==> config.mk <==
export PLATFORM = sky130hd
export DESIGN_NAME = erase_gather_top
export DESIGN_NICKNAME = d
export VERILOG_FILES = /design/src/rtl/erase_gather_pkg.sv /design/src/rtl/erase_window_timer.sv /design/src/rtl/erase_sector_mask.sv /design/src/rtl/erase_gather_top.sv
export SDC_FILE = /design/constraint.sdc
export NUM_CORES = 1
export LEC_CHECK = 0
export ABC_AREA = 1
export BUFFER_PORTS_ARGS = -buffer_cell sky130_fd_sc_hd__buf_2
export CORE_UTILIZATION = 49
export CTS_CLUSTER_DIAMETER = 200
export DETAILED_ROUTE_END_ITERATION = 10
export PLACE_DENSITY_LB_ADDON = 0.08
export SYNTH_ARGS = -nofsm -noshare
export SYNTH_HDL_FRONTEND = slang
export SYNTH_HIERARCHICAL = 1
export SYNTH_SLANG_ARGS = --single-unit
==> constraint.sdc <==
create_clock -name clk -period 1.49 [get_ports clk]
set_clock_uncertainty 0.05 [all_clocks]
set_input_delay 0.149 -clock clk [delete_from_list [all_inputs] [get_ports clk]]
set_output_delay 0.149 -clock clk [all_outputs]
set_load 0.1 [all_outputs]
==> src/rtl/erase_gather_pkg.sv <==
package erase_gather_pkg;

    localparam int unsigned DEF_SECTORS = 32;
    localparam int unsigned DEF_WINDOW  = 2500;

    typedef enum logic [1:0] {
        ST_IDLE   = 2'd0,
        ST_GATHER = 2'd1,
        ST_CLOSED = 2'd2,
        ST_CHIP   = 2'd3
    } gather_state_e;

    function automatic logic is_erasing(input gather_state_e s);
        return (s == ST_CLOSED) || (s == ST_CHIP);
    endfunction

    function automatic logic is_open(input gather_state_e s);
        return (s == ST_IDLE) || (s == ST_GATHER);
    endfunction

endpackage

==> src/rtl/erase_window_timer.sv <==
module erase_window_timer #(
    parameter int unsigned WIN_CYCLES = 2500
) (
    input  logic clk,
    input  logic rst,
    input  logic reload,
    input  logic running,
    output logic expire
);
    localparam int unsigned CW = (WIN_CYCLES > 2) ? $clog2(WIN_CYCLES) : 1;
    localparam logic [CW-1:0] LOAD_VAL = CW'(WIN_CYCLES - 1);

    logic [CW-1:0] cnt_q;

    always_ff @(posedge clk) begin
        if (rst)
            cnt_q <= '0;
        else if (reload)
            cnt_q <= LOAD_VAL;
        else if (running && cnt_q != '0)
            cnt_q <= cnt_q - 1'b1;
    end

    assign expire = running && !reload && (cnt_q == '0);

    // a reload always leaves a full window ahead
    p_reload_full_r3: assert property (@(posedge clk) disable iff (rst)
        reload |=> (cnt_q == LOAD_VAL));

endmodule

==> src/rtl/erase_sector_mask.sv <==
module erase_sector_mask #(
    parameter int unsigned SECTORS = 32,
    localparam int unsigned IW = $clog2(SECTORS)
) (
    input  logic               clk,
    input  logic               rst,
    input  logic               set_one,
    input  logic [IW-1:0]      set_idx,
    input  logic               set_all,
    input  logic               clear,
    output logic [SECTORS-1:0] mask
);
    for (genvar g = 0; g < SECTORS; g++) begin : g_bit
        always_ff @(posedge clk) begin
            if (rst || clear)
                mask[g] <= 1'b0;
            else if (set_all || (set_one && set_idx == IW'(g)))
                mask[g] <= 1'b1;
        end
    end

    // with no update request the mask holds
    p_hold_r5: assert property (@(posedge clk) disable iff (rst)
        (!set_one && !set_all && !clear) |=> $stable(mask));

endmodule

==> src/rtl/erase_gather_top.sv <==
module erase_gather_top
    import erase_gather_pkg::*;
#(
    parameter int unsigned SECTORS    = DEF_SECTORS,
    parameter int unsigned WIN_CYCLES = DEF_WINDOW,
    localparam int unsigned IW = $clog2(SECTORS)
) (
    input  logic               clk,
    input  logic               rst,
    input  logic               sec_req,
    input  logic [IW-1:0]      sec_idx,
    input  logic               chip_req,
    input  logic               susp_req,
    input  logic               done_in,
    output logic [SECTORS-1:0] sel_mask,
    output logic               start_pulse,
    output logic               win_closed,
    output logic               susp_pulse
);
    gather_state_e state_q, state_d;
    logic acc_sec, acc_chip, expire, finish, running;
    logic start_q, susp_q;

    assign acc_chip = chip_req && is_open(state_q);
    assign acc_sec  = sec_req && !chip_req && is_open(state_q);
    assign finish   = done_in && is_erasing(state_q);
    assign running  = (state_q == ST_GATHER);

    erase_window_timer #(.WIN_CYCLES(WIN_CYCLES)) u_timer (
        .clk     (clk),
        .rst     (rst),
        .reload  (acc_sec),
        .running (running),
        .expire  (expire)
    );

    erase_sector_mask #(.SECTORS(SECTORS)) u_mask (
        .clk     (clk),
        .rst     (rst),
        .set_one (acc_sec),
        .set_idx (sec_idx),
        .set_all (acc_chip),
        .clear   (finish),
        .mask    (sel_mask)
    );

    always_comb begin
        state_d = state_q;
        unique case (state_q)
            ST_IDLE, ST_GATHER: begin
                if (acc_chip)     state_d = ST_CHIP;
                else if (acc_sec) state_d = ST_GATHER;
                else if (expire)  state_d = ST_CLOSED;
            end
            ST_CLOSED, ST_CHIP: begin
                if (finish)       state_d = ST_IDLE;
            end
            default:              state_d = ST_IDLE;
        endcase
    end

    always_ff @(posedge clk) begin
        if (rst) begin
            state_q <= ST_IDLE;
            start_q <= 1'b0;
            susp_q  <= 1'b0;
        end else begin
            state_q <= state_d;
            start_q <= acc_chip || (expire && !acc_sec);
            susp_q  <= susp_req && is_erasing(state_q);
        end
    end

    assign start_pulse = start_q;
    assign susp_pulse  = susp_q;
    assign win_closed  = (state_q == ST_CLOSED);

    // start lasts one cycle
    p_start_single_r4: assert property (@(posedge clk) disable iff (rst)
        start_pulse |=> !start_pulse);

    // closing the window always comes with a start pulse
    p_close_starts_r4: assert property (@(posedge clk) disable iff (rst)
        $rose(win_closed) |-> start_pulse);

    // the window closes only out of the gathering phase
    p_close_from_gather_r3: assert property (@(posedge clk) disable iff (rst)
        $rose(win_closed) |-> ($past(state_q) == ST_GATHER));

    // completion clears the batch
    p_done_clears_r8: assert property (@(posedge clk) disable iff (rst)
        (done_in && is_erasing(state_q)) |=> (sel_mask == '0 && !win_closed));

    // a closed batch keeps its mask until completion
    p_locked_mask_r5: assert property (@(posedge clk) disable iff (rst)
        (win_closed && !done_in) |=> $stable(sel_mask));

    // suspend is forwarded only while erasing
    p_susp_busy_r7: assert property (@(posedge clk) disable iff (rst)
        (susp_req && !is_erasing(state_q)) |=> !susp_pulse);

endmodule

==> metrics.csv <==
stage,metric,value,unit
clock_tree,CTS tree,yes,
status,status,"complete, no violations",
yosys,number of flops mapped to enable cells by yosys,0,
pwr,Max VDD drop,0.000781,V
timing,# setup viols final,0,
pwr,switching power,2.02,mW
yosys,cell taking the most area after synthesis,dfxtp_1,
yosys,"Primary FF master, synth",dfxtp_1,
timing,final hold violations,0,
placed_design,placer's final routability congestion estimate,0.821,
placed_design,port bufs,45,
yosys,syn_nets,324,
yosys,syn_area_per_cell,7.16,µm²
clock_tree,clk slew on worst S/H paths,0.08,ns
detailed_routing,Detail Route Antenna Nets,0,
critical_path,crit end category,flip-flop,
detailed_routing,vias after detailed routing,2198,
cells_and_area,Diodes inserted,0,
critical_path,Worst Path Max Fanout,6,
yosys,Synth top area share,43.0,%
critical_path,Crit path required time,1.63,ns
grt,largest net degree at the start of global routing,33,
pwr,Reg power frac,35.6,%
clock_tree,CTS H-tree lvls,2,
yosys,share of synthesized registers carrying an async set or reset,0,%
min_path,Hold Crit Class,in -> reg,
grt,first-pass GRT wire length,8550,µm
detailed_routing,first-pass iteration count of the detailed router,4,
clock_tree,clk sinks,48,
detailed_routing,Iter 0 DRT Violations,125,
clock_tree,total CTS buffers,5,
detailed_routing,DRC violations left,0,
floorplanning,I/O Pins,46,
timing,post-route minimum period,1.46,ns
timing,worst-margin pin slew,0.497,ns
detailed_routing,routed wire length,5160,µm
pwr,Lkg Pwr,1.33,nW
clock_tree,Post-CTS Hold Buffers,0,
timing,Tcrit/Tclk final,97.8,%
yosys,sequential cell area fraction in the yosys report,43.0,%
critical_path,data arrival time at the worst-slack endpoint,1.59,ns
timing,RSZ-0062 raised after global routing,true,
yosys,"count leader, synth",nor2_1,
placed_design,post-placement cell count,416,
yosys,synthesis warning total,6,
critical_path,reg-to-reg setup timing slack,0.03,ns
yosys,top area cells in the synthesized netlist,"dfxtp_1 (43%), nand3_1 (11%), a21oi_1 (9.0%)",
pwr,Comb pwr share,47.5,%
floorplanning,row cnt,24,
grt,GRT Util Overall,21.7,%
clock_tree,Clock Tree Buf Depth,2,
cells_and_area,Layout area overhead,26.8,%
timing,Worst slew margin,67.1,%
cells_and_area,final non-filler cell total,424,
pwr,Pint,2.34,mW
pwr,Power Dens Cells,1540,nW/µm²
timing,Final Slew Violations,0,
yosys,Yosys reg bits,48,
timing,FMAX,686,MHz
critical_path,CP Launch Type,flip-flop,
grt,GRT overflow,0,
yosys,Yosys cell types,28,
cells_and_area,share of cells above drive strength 1,33.6,%
cells_and_area,Final Instance Area,2830,µm²
floorplanning,Chip Width,69.5,µm
detailed_routing,Routed WL per cell,12.2,µm
grt,number of global-route vias before repair,1891,
pwr,switch share,46.3,%
yosys,synthesized area,2230,µm²
grt,initial antenna violation count,0,
placed_design,HPWL Detailed,3560,µm
cells_and_area,layout net count,384,
critical_path,Worst Setup Path Type,reg -> reg,
run,max-cap viol count,0,
clock_tree,worst skew pair latency,0.29,ns
clock_tree,clock root cell,clkbuf_8,
floorplanning,Core Region,4350,µm²
timing,final setup TNS,0,ns
yosys,Commonest cells post-synth,"nor2_1 (52), nand3_1 (51), dfxtp_1 (48)",
floorplanning,initial core utilization,51.3,%
detailed_routing,DR vias/cell,5.18,
floorplanning,die height,69.5,µm
pwr,Clock Power Share,16.9,%
floorplanning,Die Area,4830,µm²
yosys,Cells after Synth,312,
placed_design,area post-placement,2620,µm²
final timing paths:
check,startpoint,to,cells after the start
max reg2reg,u_timer/cnt_q[0]$_SDFFE_PP0P_,u_timer/cnt_q[1]$_SDFFE_PP0P_,10
max,u_timer/cnt_q[0]$_SDFFE_PP0P_,u_timer/cnt_q[1]$_SDFFE_PP0P_,10
min reg2reg,state_q[1]$_SDFFE_PP0P_,susp_pulse$_SDFF_PP0_,2
min,susp_req,susp_pulse$_SDFF_PP0_,3
area by class of cell:
class | count | area (µm²)
inverters | 35 | 138
well taps | 52 | 65.1
clock buffers | 5 | 68.8
flip-flops and latches | 48 | 967
clock inverters | 2 | 12.5
multi-input cells | 220 | 1190
repair buffers | 62 | 392
fillers | 394 | 1520
critical path, stage by stage (launching register included):
cell and delay (ns):
dfxtp_2 0.33, inv_2 0.07, ha_4 0.15, nand2_4 0.06, nor2_4 0.18, nand2_4 0.08
buf_8 0.15, nand2_8 0.09, o21ai_2 0.05, nor2_1 0.11, nor2_1 0.04
power groups by stage:
stage,clock network (mW),logic [mW],registers [mW]
4_1_cts,0.765,1.91,1.54
3_5_place_dp,0,1.89,1.57
6_report,0.737,2.07,1.55
3_3_place_gp,0,1.87,1.56
2_1_floorplan,0,0.787,2.27
5_1_grt,0.802,2.23,1.58
cells in the final DEF (no fill, tap or decap), types with 3 or more instances in the layout:
cell	n
a21oi_1	40
buf_2	44
buf_4	14
clkbuf_8	5
dfxtp_1	43
dfxtp_2	5
inv_1	19
inv_2	14
nand2_1	40
nand2_2	5
nand2_4	3
nand3_1	46
nand3_2	6
nor2_1	47
nor2_2	7
nor2_4	9
o21ai_0	3
routing by layer:
layer	global-route usage [%]	share of wire, %
met1	31.4	49
met2	32.5	45
met3	3.92	5.6
met4	7.48	1.0
met5	0	0
logic make-up after synthesis:
logic type	after synthesis	synth area share, %
AND/OR/NAND/NOR	169	35.8
adder cells (fa/ha/maj)	1	0.560
flip-flops	48	43.0
buffers and inverters	45	9.13
XOR/XNOR	1	0.392
AO/OA/AOI/OAI	48	11.1
sequential cells by signal (all words and copies together) (netlist names):
signal / cells
start_pulse: 1
susp_pulse: 1
u_mask/mask: 32
state_q: 2
u_timer/cnt_q: 12
what timing repair did:
item	in CTS	in global routing
pin swaps	0	9
resized for setup	2	34
setup endpoints to repair	2	37
cloned	0	1
buffers inserted	0	1
stage by stage:
step	worst slack (ns)	utilization [%]	power, mW	hold WS [ns]
after floorplan	0.00858	-	3.05	0.168
after global placement	0.0287	60.2	3.44	0.321
after detailed placement	-0.00380	60.2	3.45	0.325
after CTS	0.0125	62.4	4.21	0.0162
after global routing	-0.0410	65.1	4.61	0.0149
final	0.0323	65.1	4.36	0.0198
(Power assumes the default switching activity.)
